[src/rtl/dgf_pkg.sv]
package dgf_pkg;
    // Classification of the accepted traffic in one cycle.
    typedef enum logic [1:0] {
        OP_IDLE = 2'b00,
        OP_PUSH = 2'b01,
        OP_POP  = 2'b10,
        OP_BOTH = 2'b11
    } fifo_op_e;
endpackage

[src/rtl/dgf_mem.sv]
module dgf_mem #(
    parameter int DATA_W = 8,
    parameter int DEPTH  = 32,
    parameter int PTR_W  = 5
) (
    input  logic              clk,
    input  logic              wr_en,
    input  logic [PTR_W-1:0]  wr_addr,
    input  logic [DATA_W-1:0] wr_data,
    input  logic              rd_en,
    input  logic [PTR_W-1:0]  rd_addr,
    output logic [DATA_W-1:0] rd_data
);
    logic [DATA_W-1:0] store_q [DEPTH];
    logic [DATA_W-1:0] rd_data_q;

    always_ff @(posedge clk) begin
        if (wr_en) store_q[wr_addr] <= wr_data;
    end

    always_ff @(posedge clk) begin
        if (rd_en) rd_data_q <= store_q[rd_addr];
    end

    assign rd_data = rd_data_q;
endmodule

[src/rtl/dgf_dma_gate.sv]
module dgf_dma_gate #(
    parameter int CNT_W = 6,
    parameter int THR_W = 5
) (
    input  logic             enable,
    input  logic [THR_W-1:0] thresh,
    input  logic [CNT_W-1:0] level,
    output logic             req
);
    logic [CNT_W-1:0] thresh_ext;

    assign thresh_ext = CNT_W'(thresh);
    // Never request on an empty buffer, even with a zero threshold.
    assign req = enable && (level != '0) && (level >= thresh_ext);
endmodule

[src/rtl/dma_gated_fifo.sv]
module dma_gated_fifo #(
    parameter  int DATA_W = 8,
    parameter  int DEPTH  = 32,
    parameter  int THR_W  = 5,
    localparam int PTR_W  = $clog2(DEPTH),
    localparam int CNT_W  = $clog2(DEPTH + 1)
) (
    input  logic              clk,
    input  logic              rst_n,
    input  logic              push_valid,
    input  logic [DATA_W-1:0] push_data,
    input  logic              pop_req,
    output logic              pop_valid,
    output logic [DATA_W-1:0] pop_data,
    input  logic              ctl_wr,
    input  logic              ctl_flush,
    input  logic              cfg_dma_en,
    input  logic [THR_W-1:0]  cfg_thresh,
    output logic [CNT_W-1:0]  avail_cnt,
    output logic              ovf_flag,
    output logic              unf_flag,
    output logic              dma_req,
    input  logic              dma_ack
);
    import dgf_pkg::*;

    localparam logic [PTR_W-1:0] LAST_IDX = PTR_W'(DEPTH - 1);
    localparam logic [CNT_W-1:0] FULL_CNT = CNT_W'(DEPTH);

    typedef struct packed {
        logic [PTR_W-1:0] wptr;
        logic [PTR_W-1:0] rptr;
        logic [CNT_W-1:0] cnt;
        logic             ovf;
        logic             unf;
        logic             rvalid;
    } ctl_t;

    ctl_t     st_d, st_q;
    logic     flush, pop_any, is_empty, is_full, push_ok, pop_ok;
    fifo_op_e op;

    function automatic logic [PTR_W-1:0] ptr_inc(input logic [PTR_W-1:0] p);
        return (p == LAST_IDX) ? '0 : p + PTR_W'(1);
    endfunction

    always_comb begin
        flush    = ctl_wr && ctl_flush;
        pop_any  = pop_req || dma_ack;
        is_empty = (st_q.cnt == '0);
        is_full  = (st_q.cnt == FULL_CNT);
        push_ok  = push_valid && !is_full && !flush;
        pop_ok   = pop_any && !is_empty && !flush;
        op       = fifo_op_e'({pop_ok, push_ok});

        st_d        = st_q;
        st_d.rvalid = pop_ok;
        if (flush) begin
            st_d.wptr = '0;
            st_d.rptr = '0;
            st_d.cnt  = '0;
            st_d.ovf  = 1'b0;
            st_d.unf  = 1'b0;
        end else begin
            if (push_valid && is_full) st_d.ovf = 1'b1;
            if (pop_any && is_empty)   st_d.unf = 1'b1;
            if (push_ok) st_d.wptr = ptr_inc(st_q.wptr);
            if (pop_ok)  st_d.rptr = ptr_inc(st_q.rptr);
            unique case (op)
                OP_PUSH: st_d.cnt = st_q.cnt + CNT_W'(1);
                OP_POP:  st_d.cnt = st_q.cnt - CNT_W'(1);
                default: st_d.cnt = st_q.cnt;
            endcase
        end
    end

    always_ff @(posedge clk or negedge rst_n) begin
        if (!rst_n) st_q <= '0;
        else        st_q <= st_d;
    end

    dgf_mem #(
        .DATA_W (DATA_W),
        .DEPTH  (DEPTH),
        .PTR_W  (PTR_W)
    ) u_mem (
        .clk     (clk),
        .wr_en   (push_ok),
        .wr_addr (st_q.wptr),
        .wr_data (push_data),
        .rd_en   (pop_ok),
        .rd_addr (st_q.rptr),
        .rd_data (pop_data)
    );

    dgf_dma_gate #(
        .CNT_W (CNT_W),
        .THR_W (THR_W)
    ) u_gate (
        .enable (cfg_dma_en),
        .thresh (cfg_thresh),
        .level  (st_q.cnt),
        .req    (dma_req)
    );

    assign avail_cnt = st_q.cnt;
    assign ovf_flag  = st_q.ovf;
    assign unf_flag  = st_q.unf;
    assign pop_valid = st_q.rvalid;
endmodule

[config.mk]
export PLATFORM = sky130hd
export DESIGN_NAME = dma_gated_fifo
export DESIGN_NICKNAME = d
export VERILOG_FILES = /design/src/rtl/dgf_pkg.sv /design/src/rtl/dgf_mem.sv /design/src/rtl/dgf_dma_gate.sv /design/src/rtl/dma_gated_fifo.sv
export SDC_FILE = /design/constraint.sdc
export NUM_CORES = 1
export LEC_CHECK = 0
export BUFFER_PORTS_ARGS = -buffer_cell sky130_fd_sc_hd__buf_2
export CELL_PAD_IN_SITES_DETAIL_PLACEMENT = 1
export CELL_PAD_IN_SITES_GLOBAL_PLACEMENT = 1
export CORE_MARGIN = 5
export CORE_UTILIZATION = 45
export CTS_BUF_LIST = sky130_fd_sc_hd__clkbuf_8
export DETAILED_ROUTE_END_ITERATION = 7
export PLACE_DENSITY_LB_ADDON = 0.1
export SETUP_SLACK_MARGIN = 0.5
export SYNTH_ARGS = -nofsm -noshare
export SYNTH_HDL_FRONTEND = slang
export SYNTH_SLANG_ARGS = --single-unit
[constraint.sdc]
create_clock -name clk -period 3.8 [get_ports clk]
set_clock_uncertainty 0.15 [all_clocks]
set_input_delay 0.38 -clock clk [delete_from_list [all_inputs] [get_ports clk]]
set_output_delay 0.38 -clock clk [all_outputs]
set_load 0.005 [all_outputs]
Word-level counts from Yosys, hierarchy flattened
Memories as Yosys holds them, arrays and structs flattened. A register that Yosys moved wholly into a read port is not among the register bits.
Index checks and enable logic that the tools add are counted.
W data, S select, Z words.

word-level totals
  register bits after elaboration = 19
  memory bits (writable) = 256
  bits of input ports = 21
  output and inout bits = 18
  word-level logic and storage cells = 47
  memories = 1

operators by class
  add/sub/neg operators = 4
  order comparisons = 1
  equal/unequal tests = 5
  muxes and demuxes = 10
  reductions and logical operators = 20

memory list
  memory         words  bits a word  read ports  clocked after Yosys merged registers in  wr ports  RTL line       RTL
  u_mem.store_q  32     8            1           1                                        1         dgf_mem.sv:14  logic [DATA_W-1:0] store_q [DEPTH];

operator list
  kind                   number
  $mux W5                4
  $mux W18               1
  $pmux W6 S2            1
  $add A5 B1 Y5 const B  2
  $eq A5 B5 Y1 const B   2
  $logic_and A1 B1 Y1    9
  $reduce_bool A2 Y1     4
  $add A6 B1 Y6 const B  1
  $eq A6 B6 Y1 const B   1
  $ge A6 B5 Y1           1
  $logic_not A6 Y1       1
  $reduce_bool A6 Y1     1
  $sub A6 B1 Y6 const B  1
  $mux W1                4
  $logic_not A1 Y1       3
  $reduce_bool A3 Y1     1
  $eq A2 B1 Y1 const B   1
  $eq A2 B2 Y1 const B   1
  $logic_or A1 B1 Y1     1

Longest topological paths before layout
Gate-level depths: netlist of run 1.

  depth in word-level cells = 7
  depth in mapped cells = 12
  gate-level depth less buffers = 10

By module
A second synthesis of run 1 with hierarchy kept.

second synthesis, totals
  cell total of the unflattened synthesis = 581
  area, all modules = 11,614.9 µm²

modules (own cells, without submodules)
  module          instances  cells each  area an instance (µm²)  sequential area each (µm²)
  dgf_mem         1          417         10,133.5                7,927.6
  dma_gated_fifo  1          146         1,346.3                 475.5
  dgf_dma_gate    1          18          135.1                   0.0

Worst setup path before layout of run 1
Ideal clock, no wire load.

  path kind = in2reg
  start = in ctl_wr
  end = reg st_q (netlist bit avail_cnt[4])
  library setup time = 76 ps
  data arrival time = 3,034 ps
  data required time = 3,574 ps
  setup slack = 540 ps
  cell stages on the path = 11
  buffers on the path = 2
  path through = and2_0 clkbuf_1 a211oi_1 and2_1 clkbuf_1 ha_1 nor3b_1 o211ai_1 nor4_1 a21oi_1 o21ai_1

on the way
  cells in the longest elaborated chain, start to end = 6
  elaborated cells between the ends (all ways) = 9
  classes of those cells = eq/ne (2); mux (2); reduce/logical (5)

ends and longest elaborated chain
  what                                          RTL line              RTL
  start: declaration                            dma_gated_fifo.sv:15  input logic ctl_wr,
  $logic_and A1 B1 Y1 (*)                       dma_gated_fifo.sv:48  flush = ctl_wr && ctl_flush;
  $logic_not A1 Y1 (*)                          dma_gated_fifo.sv:53  pop_ok = pop_any && !is_empty && !flush;
  $logic_and A1 B1 Y1 (*)                       dma_gated_fifo.sv:53
  via pop_ok                                    dma_gated_fifo.sv:40  logic flush, pop_any, is_empty, is_full, push_ok, pop_ok;
  $eq A2 B2 Y1 or $eq A2 B1 Y1 (tied branches)  dma_gated_fifo.sv:69  unique case (op)
  $pmux W6 S2                                   dma_gated_fifo.sv:69
  $mux W18                                      dma_gated_fifo.sv:58  if (flush) begin
  end signal: assignment                        dma_gated_fifo.sv:79  else st_q <= st_d;
  end: declaration                              dma_gated_fifo.sv:39  ctl_t st_d, st_q;

The timed path passes the listed nets; every way through them passes the cells marked *.
A chain may end at the register's enable or synchronous reset.

Final worst setup path of run 1
  start = reg st_q (netlist bit avail_cnt[1])
  end = reg st_q (netlist bit avail_cnt[4])

on the way
  cells in the longest elaborated chain, start to end = 7
  elaborated cells between the ends (all ways) = 15
  classes of those cells = add/sub (2); eq/ne (3); mux (2); reduce/logical (8)

ends and longest elaborated chain
  what                                                        RTL line
  $eq A6 B6 Y1 or $logic_not A6 Y1 (tied branches)            dma_gated_fifo.sv:51, dma_gated_fifo.sv:50
  $logic_not A1 Y1, on equally long branches                  dma_gated_fifo.sv:52, dma_gated_fifo.sv:53
  $logic_and A1 B1 Y1, on equally long branches (2 in a row)  dma_gated_fifo.sv:52, dma_gated_fifo.sv:53
  $eq A2 B2 Y1 or $eq A2 B1 Y1 (tied branches)                dma_gated_fifo.sv:69
  $pmux W6 S2                                                 dma_gated_fifo.sv:69
  $mux W18                                                    dma_gated_fifo.sv:58

Several ways; a longest one is shown, not always the timed one.

==> flow_summary_export.csv, run 1 <==
group,metric,value,unit
min_path,hold_start,"ctl_flush",
route,viasPerCell,5.67,
timing,drv_slew,0,
placed_design,place_congestion,0.805,
worst_setup_path,cp_cell_sequence,"or3_1 > o21ai_1 > and2_1 > ha_1 > nor3b_1 > o211ai_1 > nor4_1 > a21oi_1 > o21ai_1",
power,p_comb_share,23.3,%
route,drc,0,
min_path,min_path_cells,4,
clocking,cts_sinks,283,
grt,antenna_found_initial,2,
worst_setup_path,slowest_stage,"dfrtp_1",
flow_run,cap_violations,0,
synthesis,synth_edf_count,264,
worst_setup_path,r2r-end,"avail_cnt[4]$_DFFE_PN0P_",
synthesis,netlist_top_cells_area,"edfxtp_1 (69%), mux4_2 (16%), dfrtp_1 (4.1%)",
synthesis,ys.flop_type,"edfxtp_1",
grt,grt_pass1_vias,6328,
timing,hold_viol_final,0,
timing,tns,0,ps
power,power_switching_share,29.0,%
power,p_per_area,649,mW/mm2
power,switchingPower,2.47,mW
power,p_int,6.06,mW
clocking,path_clk_slew,60,ps
cells_and_area,post-route-util,52.1,%
clocking,cts_htree_levels,2,
route,first_pass_iters,4,
synthesis,synth_top_cell_area_share,68.5,%
worst_setup_path,slowest_delay,500,ps
placed_design,place_area,0.0123,mm2
clocking,tritoncts,"done",
worst_setup_path,rr_startpoint,"avail_cnt[1]$_DFFE_PN0P_",
route,vias,5911,
clocking,numCtsBuffers,47,
synthesis,yosys.area.top_type,"edfxtp_1",
cells_and_area,final_cell_area,0.0132,mm2
cells_and_area,nNetsFinal,712,
grt,grt_first_pass_wirelength,40400,um
grt,grt_max_degree,38,
power,max-vdd-ir-drop,0.328,mV
cells_and_area,fill_cells,2301,
route,avgRoutedWirePerCell,25.8,um
timing,grt_setup_unrepaired,"no",
grt,grt_overflow_total,0,
power,p_leak,4.42,nW
worst_setup_path,crit_top_cell,"o21ai_1",
timing,min_period,3090,ps
clocking,cts_buffer_depth,3,
power,seqPwrFrac,46.9,%
clocking,cts_resized,0,
synthesis,synth_common_cells,"edfxtp_1 (264), mux4_2 (80), nor2_1 (49)",
timing,max_freq,0.323,GHz
timing,fin_crit_sh,81.4,%
floorplanning,die_h,170,um
synthesis,ys_types,49,
cells_and_area,drive_gt1_share,32.6,%
worst_setup_path,critical_path_peak_fanout,10,
worst_setup_path,r2r_cells,9,
floorplanning,initial_core_util,45.8,%
clocking,cts-root-buf,"clkbuf_8",
synthesis,ys_async_sr_fraction,6.71,%
floorplanning,row_count,58,
timing,timing.slew.headroom,21.6,%
floorplanning,core_region_area,0.0253,mm2
worst_setup_path,cp-start-kind,"register",
worst_setup_path,crit_type,"register to register",
timing,worstMarginPinSlew,1180,ps
synthesis,synth_seq_cells,283,
worst_setup_path,crit_arrival,3420,ps
synthesis,ys_warn_count,0,
clocking,cts_setup_buffers,0,
worst_setup_path,reg2reg_setup_slack,710,ps
clocking,clock_latency,560,ps
synthesis,yosysMostFrequentCell,"edfxtp_1",
min_path,hold_class,"input pin to register",
synthesis,syn_nets,629,
cells_and_area,diodes,0,
worst_setup_path,end_kind,"register",
placed_design,io_buffers,38,
outcome,status,"finished clean",
route,drt-initial-drc-count,405,
cells_and_area,syn_to_final_growth,13.8,%
grt,grtUsageTotal,19.1,%
clocking,cts.hold.buffers_added,1,
synthesis,synthCells,593,
route,drt_wl_total,26900,um
min_path,hold_end,"avail_cnt[3]$_DFFE_PN0P_",
timing,setup_viol,0,
synthesis,synth.avg_cell_area,19.5,um2
placed_design,dp_hpwl,16600,um
worst_setup_path,required,4120,ps
floorplanning,dieArea,0.0290,mm2
power,pwr-share-clk,29.9,%
route,detail-route-antenna-nets,0,
synthesis,syn-cell-area,0.0116,mm2
floorplanning,io_pins,39,
synthesis,ys_seq_area_share,72.6,%
floorplanning,die_w,170,um
## critical path, delay by kind of cell, from the launching register on
kind / cells / cell delay [ps]
and+or+nand+nor: 4 / 1390
AOI/OAI and AO/OA: 4 / 640
adders and majority gates: 1 / 340
DFF: 1 / 500
## per-stage QoR
stage / std cells / setup WS [ps] / hold WS [ps] / total power [mW]
2_1_floorplan: 593 / 540 / -65.6 / 5.44
3_3_place_gp: 956 / 797 / 222 / 6.04
3_5_place_dp: 956 / 757 / 237 / 6.10
4_1_cts: 1042 / 734 / 12.5 / 8.69
5_1_grt: 1042 / 504 / 51.9 / 9.02
6_report: 1042 / 707 / 42.3 / 8.54
## layout by cell type, fill, tap and decap left out, types with 8 or more instances in the layout
cell type,count
ha_1,15
nor2_1,49
mux2_2,8
dfrtp_1,16
nand2_1,19
edfxtp_1,264
a21oi_1,19
buf_4,31
inv_1,21
clkinv_2,12
mux4_2,80
buf_2,38
clkbuf_8,50
## registers in the layout, summed over array words and instances (netlist names)
register / count
u_mem.rd_data: 8
ovf_flag: 1
pop_valid: 1
unf_flag: 1
st_q: 10
u_mem.store_q: 256
avail_cnt: 6
## power by group through the flow
stage	Clock (mW)	Sequential [mW]	Combinational, mW
after detailed placement	0	4.08	2.02
after global routing	2.81	4.06	2.16
after global placement	0	4.07	1.97
final	2.55	4.00	1.99
after floorplan	0	3.76	1.68
after CTS	2.64	4.02	2.03
## worst max path at each step
| stage | from | end | slack, ps | depth (start not counted) |
|---|---|---|---|---|
| after floorplan | ctl_wr | avail_cnt[4]$_DFFE_PN0P_ | 540 | 11 |
| after global placement | st_q[9]$_DFFE_PN0P_ | u_mem.rd_data[1]$_DFFE_PP_ | 800 | 4 |
| after detailed placement | avail_cnt[1]$_DFFE_PN0P_ | avail_cnt[4]$_DFFE_PN0P_ | 760 | 9 |
| after CTS | st_q[9]$_DFFE_PN0P_ | u_mem.rd_data[5]$_DFFE_PP_ | 730 | 4 |
| after global routing | avail_cnt[1]$_DFFE_PN0P_ | avail_cnt[4]$_DFFE_PN0P_ | 500 | 9 |
| final | avail_cnt[1]$_DFFE_PN0P_ | avail_cnt[4]$_DFFE_PN0P_ | 710 | 9 |
## routing by layer
layer	global-route usage [%]	share of wire, %
met3	4.18	6.0
met1	25.1	41
met2	32.9	52
met4	4.13	1.4
met5	0	0
## cell type report
type | instances | area, um2 | share of cell area, %
clock inverters | 35 | 208 | 1.58
repair buffers | 72 | 473 | 3.59
inverters | 9 | 33.8 | 0.257
clock buffers | 50 | 688 | 5.23
well taps | 330 | 413 | 3.14
multi-input cells | 263 | 2940 | 22.3
flip-flops and latches | 283 | 8410 | 63.9
## cell families (layout without fill, tap and decap cells)
kind of cell | after synthesis | in the layout | share of synthesized area (%)
adders and majority gates | 15 | 15 | 1.62
xor gates and xnor gates | 3 | 3 | 0.227
DFF | 283 | 283 | 72.6
buffers and inverters | 47 | 166 | 1.98
and+or+nand+nor | 104 | 104 | 4.27
muxes | 91 | 91 | 16.6
AOI/OAI and AO/OA | 50 | 50 | 2.64
(Power assumes the default switching activity.)
==> run 2: changes to the inputs <==
Clock period 3.8 ns to 2.9 ns, I/O delays scaled along.
==> run 2 against run 1 <==
Against the previous run:
- final cell count grew 4.4%
- routed wire length rose by 1.1%
- register-to-register slack got worse by 400 ps
- sequential share of layout area fell by 3.3 points
- maximum frequency increased by 19%
- utilization grew 2.9 points
- critical path depth fell by 3
- design area is 5.6% higher
- largest cell class unchanged
==> flow_summary_export.csv, run 2 (same netlist as run 1, synthesis figures left out) <==
group,metric,value,unit
outcome,status,"finished clean",
route,drt_wl_total,27200,um
route,avgRoutedWirePerCell,25.0,um
timing,fin_crit_sh,89.3,%
timing,min_period,2590,ps
power,power_switching_share,29.3,%
cells_and_area,final_cell_mix,"edfxtp_1 (264), mux4_2 (80), buf_4 (70), nor2_1 (48), clkbuf_8 (47)",
worst_setup_path,crit_top_cell,"mux4_2",
clocking,cts_sinks,283,
floorplanning,die_h,170,um
worst_setup_path,crit_arrival,2730,ps
worst_setup_path,slowest_delay,540,ps
floorplanning,dieArea,0.0290,mm2
route,detail-route-antenna-nets,0,
route,first_pass_iters,4,
power,p_comb_share,34.3,%
worst_setup_path,critical_path_peak_fanout,6,
power,p_per_area,873,mW/mm2
route,viasPerCell,5.57,
clocking,path_clk_slew,70,ps
cells_and_area,final_cell_area,0.0139,mm2
power,switchingPower,3.56,mW
cells_and_area,largest_reg_flops,256,
worst_setup_path,path_buf_inv,3,
power,fin_total_pwr,12.1,mW
timing,timing.slew.headroom,56.3,%
timing,grt_setup_unrepaired,"yes",
route,vias,6059,
worst_setup_path,cp_cell_sequence,"buf_6 > buf_12 > clkbuf_16 > mux4_2 > mux4_2 > mux2_4",
clocking,tritoncts,"done",
clocking,clock_latency,550,ps
worst_setup_path,slowest_stage,"mux4_2",
floorplanning,row_count,58,
timing,setup_viol,0,
power,max-vdd-ir-drop,0.426,mV
grt,grt_overflow_total,0,
clocking,numCtsBuffers,46,
cells_and_area,nNetsFinal,768,
placed_design,place_congestion,0.811,
timing,tns,0,ps
grt,grt_pass1_vias,6730,
worst_setup_path,end_kind,"register",
cells_and_area,fill_cells,2289,
cells_and_area,diodes,0,
timing,worstMarginPinSlew,656,ps
route,drc,0,
min_path,hold_start,"ctl_flush",
power,pwr-share-clk,25.3,%
timing,max_freq,0.386,GHz
worst_setup_path,crit_family,"multiplexers",
floorplanning,die_w,170,um
grt,grt_first_pass_wirelength,41900,um
clocking,cts-root-buf,"clkbuf_8",
power,p_int,8.58,mW
cells_and_area,syn_to_final_growth,20.1,%
floorplanning,core_region_area,0.0253,mm2
power,seqPwrFrac,40.4,%
timing,drv_slew,0,
cells_and_area,drive_gt1_share,40.1,%
floorplanning,io_pins,39,
cells_and_area,layout_commonest_cell,"edfxtp_1",
worst_setup_path,cp-start-kind,"register",
timing,worst_hold_slack,43.6,ps
grt,antenna_found_initial,0,
grt,grt_max_degree,37,
worst_setup_path,rr_startpoint,"st_q[9]$_DFFE_PN0P_",
placed_design,place_area,0.0125,mm2
cells_and_area,regMostFlops,"u_mem.store_q",
worst_setup_path,crit_type,"register to register",
floorplanning,initial_core_util,45.8,%
flow_run,cap_violations,0,
clocking,cts_htree_levels,2,
grt,grtUsageTotal,19.4,%
cells_and_area,post-route-util,55.0,%
worst_setup_path,required,3040,ps
placed_design,dp_hpwl,16800,um
min_path,hold_class,"input pin to register",
timing,hold_viol_final,0,
power,p_leak,4.76,nW
clocking,cts_buffer_depth,3,
worst_setup_path,crit_start,"st_q[9]$_DFFE_PN0P_",
route,drt-initial-drc-count,394,
placed_design,io_buffers,38,
==> run 2: cell types whose count changed in the layout (fill, tap and decap cells not counted), moves of 5 or more <==
cell,delta
mux2_2,-7
buf_4,+39
buf_16,+6
clkinv_2,-9
buf_6,+5
mux2_4,+7
==> run 2: path summary, 6_finish.rpt <==
kind | endpoint | slack (ps) | cells after the start
worst min-delay path | avail_cnt[4]$_DFFE_PN0P_ | 40 | 4
worst max register to register | u_mem.rd_data[2]$_DFFE_PP_ | 310 | 6
min in group asynchronous | pop_valid$_DFF_PN0_ | 100 | 2
max in group asynchronous | st_q[10]$_DFFE_PN0P_ | 2120 | 2
worst min register to register | ovf_flag$_DFFE_PN0P_ | 370 | 2
worst max-delay path | u_mem.rd_data[2]$_DFFE_PP_ | 310 | 6
==> run 2: cell type report <==
type | count | area (um2) | share of cell area, %
inverter | 9 | 33.8 | 0.243
clock inverter | 27 | 144 | 1.04
clock buffer | 47 | 647 | 4.66
sequential | 283 | 8420 | 60.6
multi-input combinational | 263 | 3130 | 22.5
timing repair buffer | 129 | 1110 | 8.00
tap | 330 | 413 | 2.97
==> run 2: metal layers <==
metal | GRT usage [%] | vias up | part of all wire [%]
met5 | 0 | - | 0
met2 | 32.3 | 159 | 50
met3 | 3.53 | 42 | 6.4
met1 | 26.5 | 3170 | 41
li1 | - | 2688 | -
met4 | 5.17 | 0 | 2.0
==> run 2: stage by stage <==
| stage | worst slack, ps | std cells |
|---|---|---|
| 6_report | 311 | 1088 |
| 5_1_grt | 250 | 1088 |
| 4_1_cts | 329 | 1077 |
| 3_5_place_dp | 139 | 973 |
| 3_3_place_gp | 229 | 973 |
| 2_1_floorplan | 425 | 593 |
==> run 2: worst register-to-register path, delay by kind of cell, from the launching register on <==
| kind | cells | cell delay (ps) |
|---|---|---|
| buffers and inverters | 3 | 410 |
| DFF | 1 | 520 |
| muxes | 3 | 1250 |
==> run 2: power by group through the flow <==
| stage | clock network [mW] | registers [mW] | logic [mW] |
|---|---|---|---|
| 6_report | 3.07 | 4.91 | 4.16 |
| 5_1_grt | 3.38 | 4.93 | 4.48 |
| 4_1_cts | 3.18 | 4.95 | 3.96 |
| 3_5_place_dp | 0 | 5.07 | 3.28 |
| 3_3_place_gp | 0 | 5.05 | 3.23 |
| 2_1_floorplan | 0 | 4.95 | 2.36 |
==> run 2: what timing repair did <==
action / CTS / global route
cloned: 5 / 1
pin swaps: 10 / 7
setup buffers: 22 / 10
hold endpoints to repair: 21 / 0
setup endpoints to repair: 269 / 272
gates resized for setup: 26 / 15
hold buffers: 3 / 0
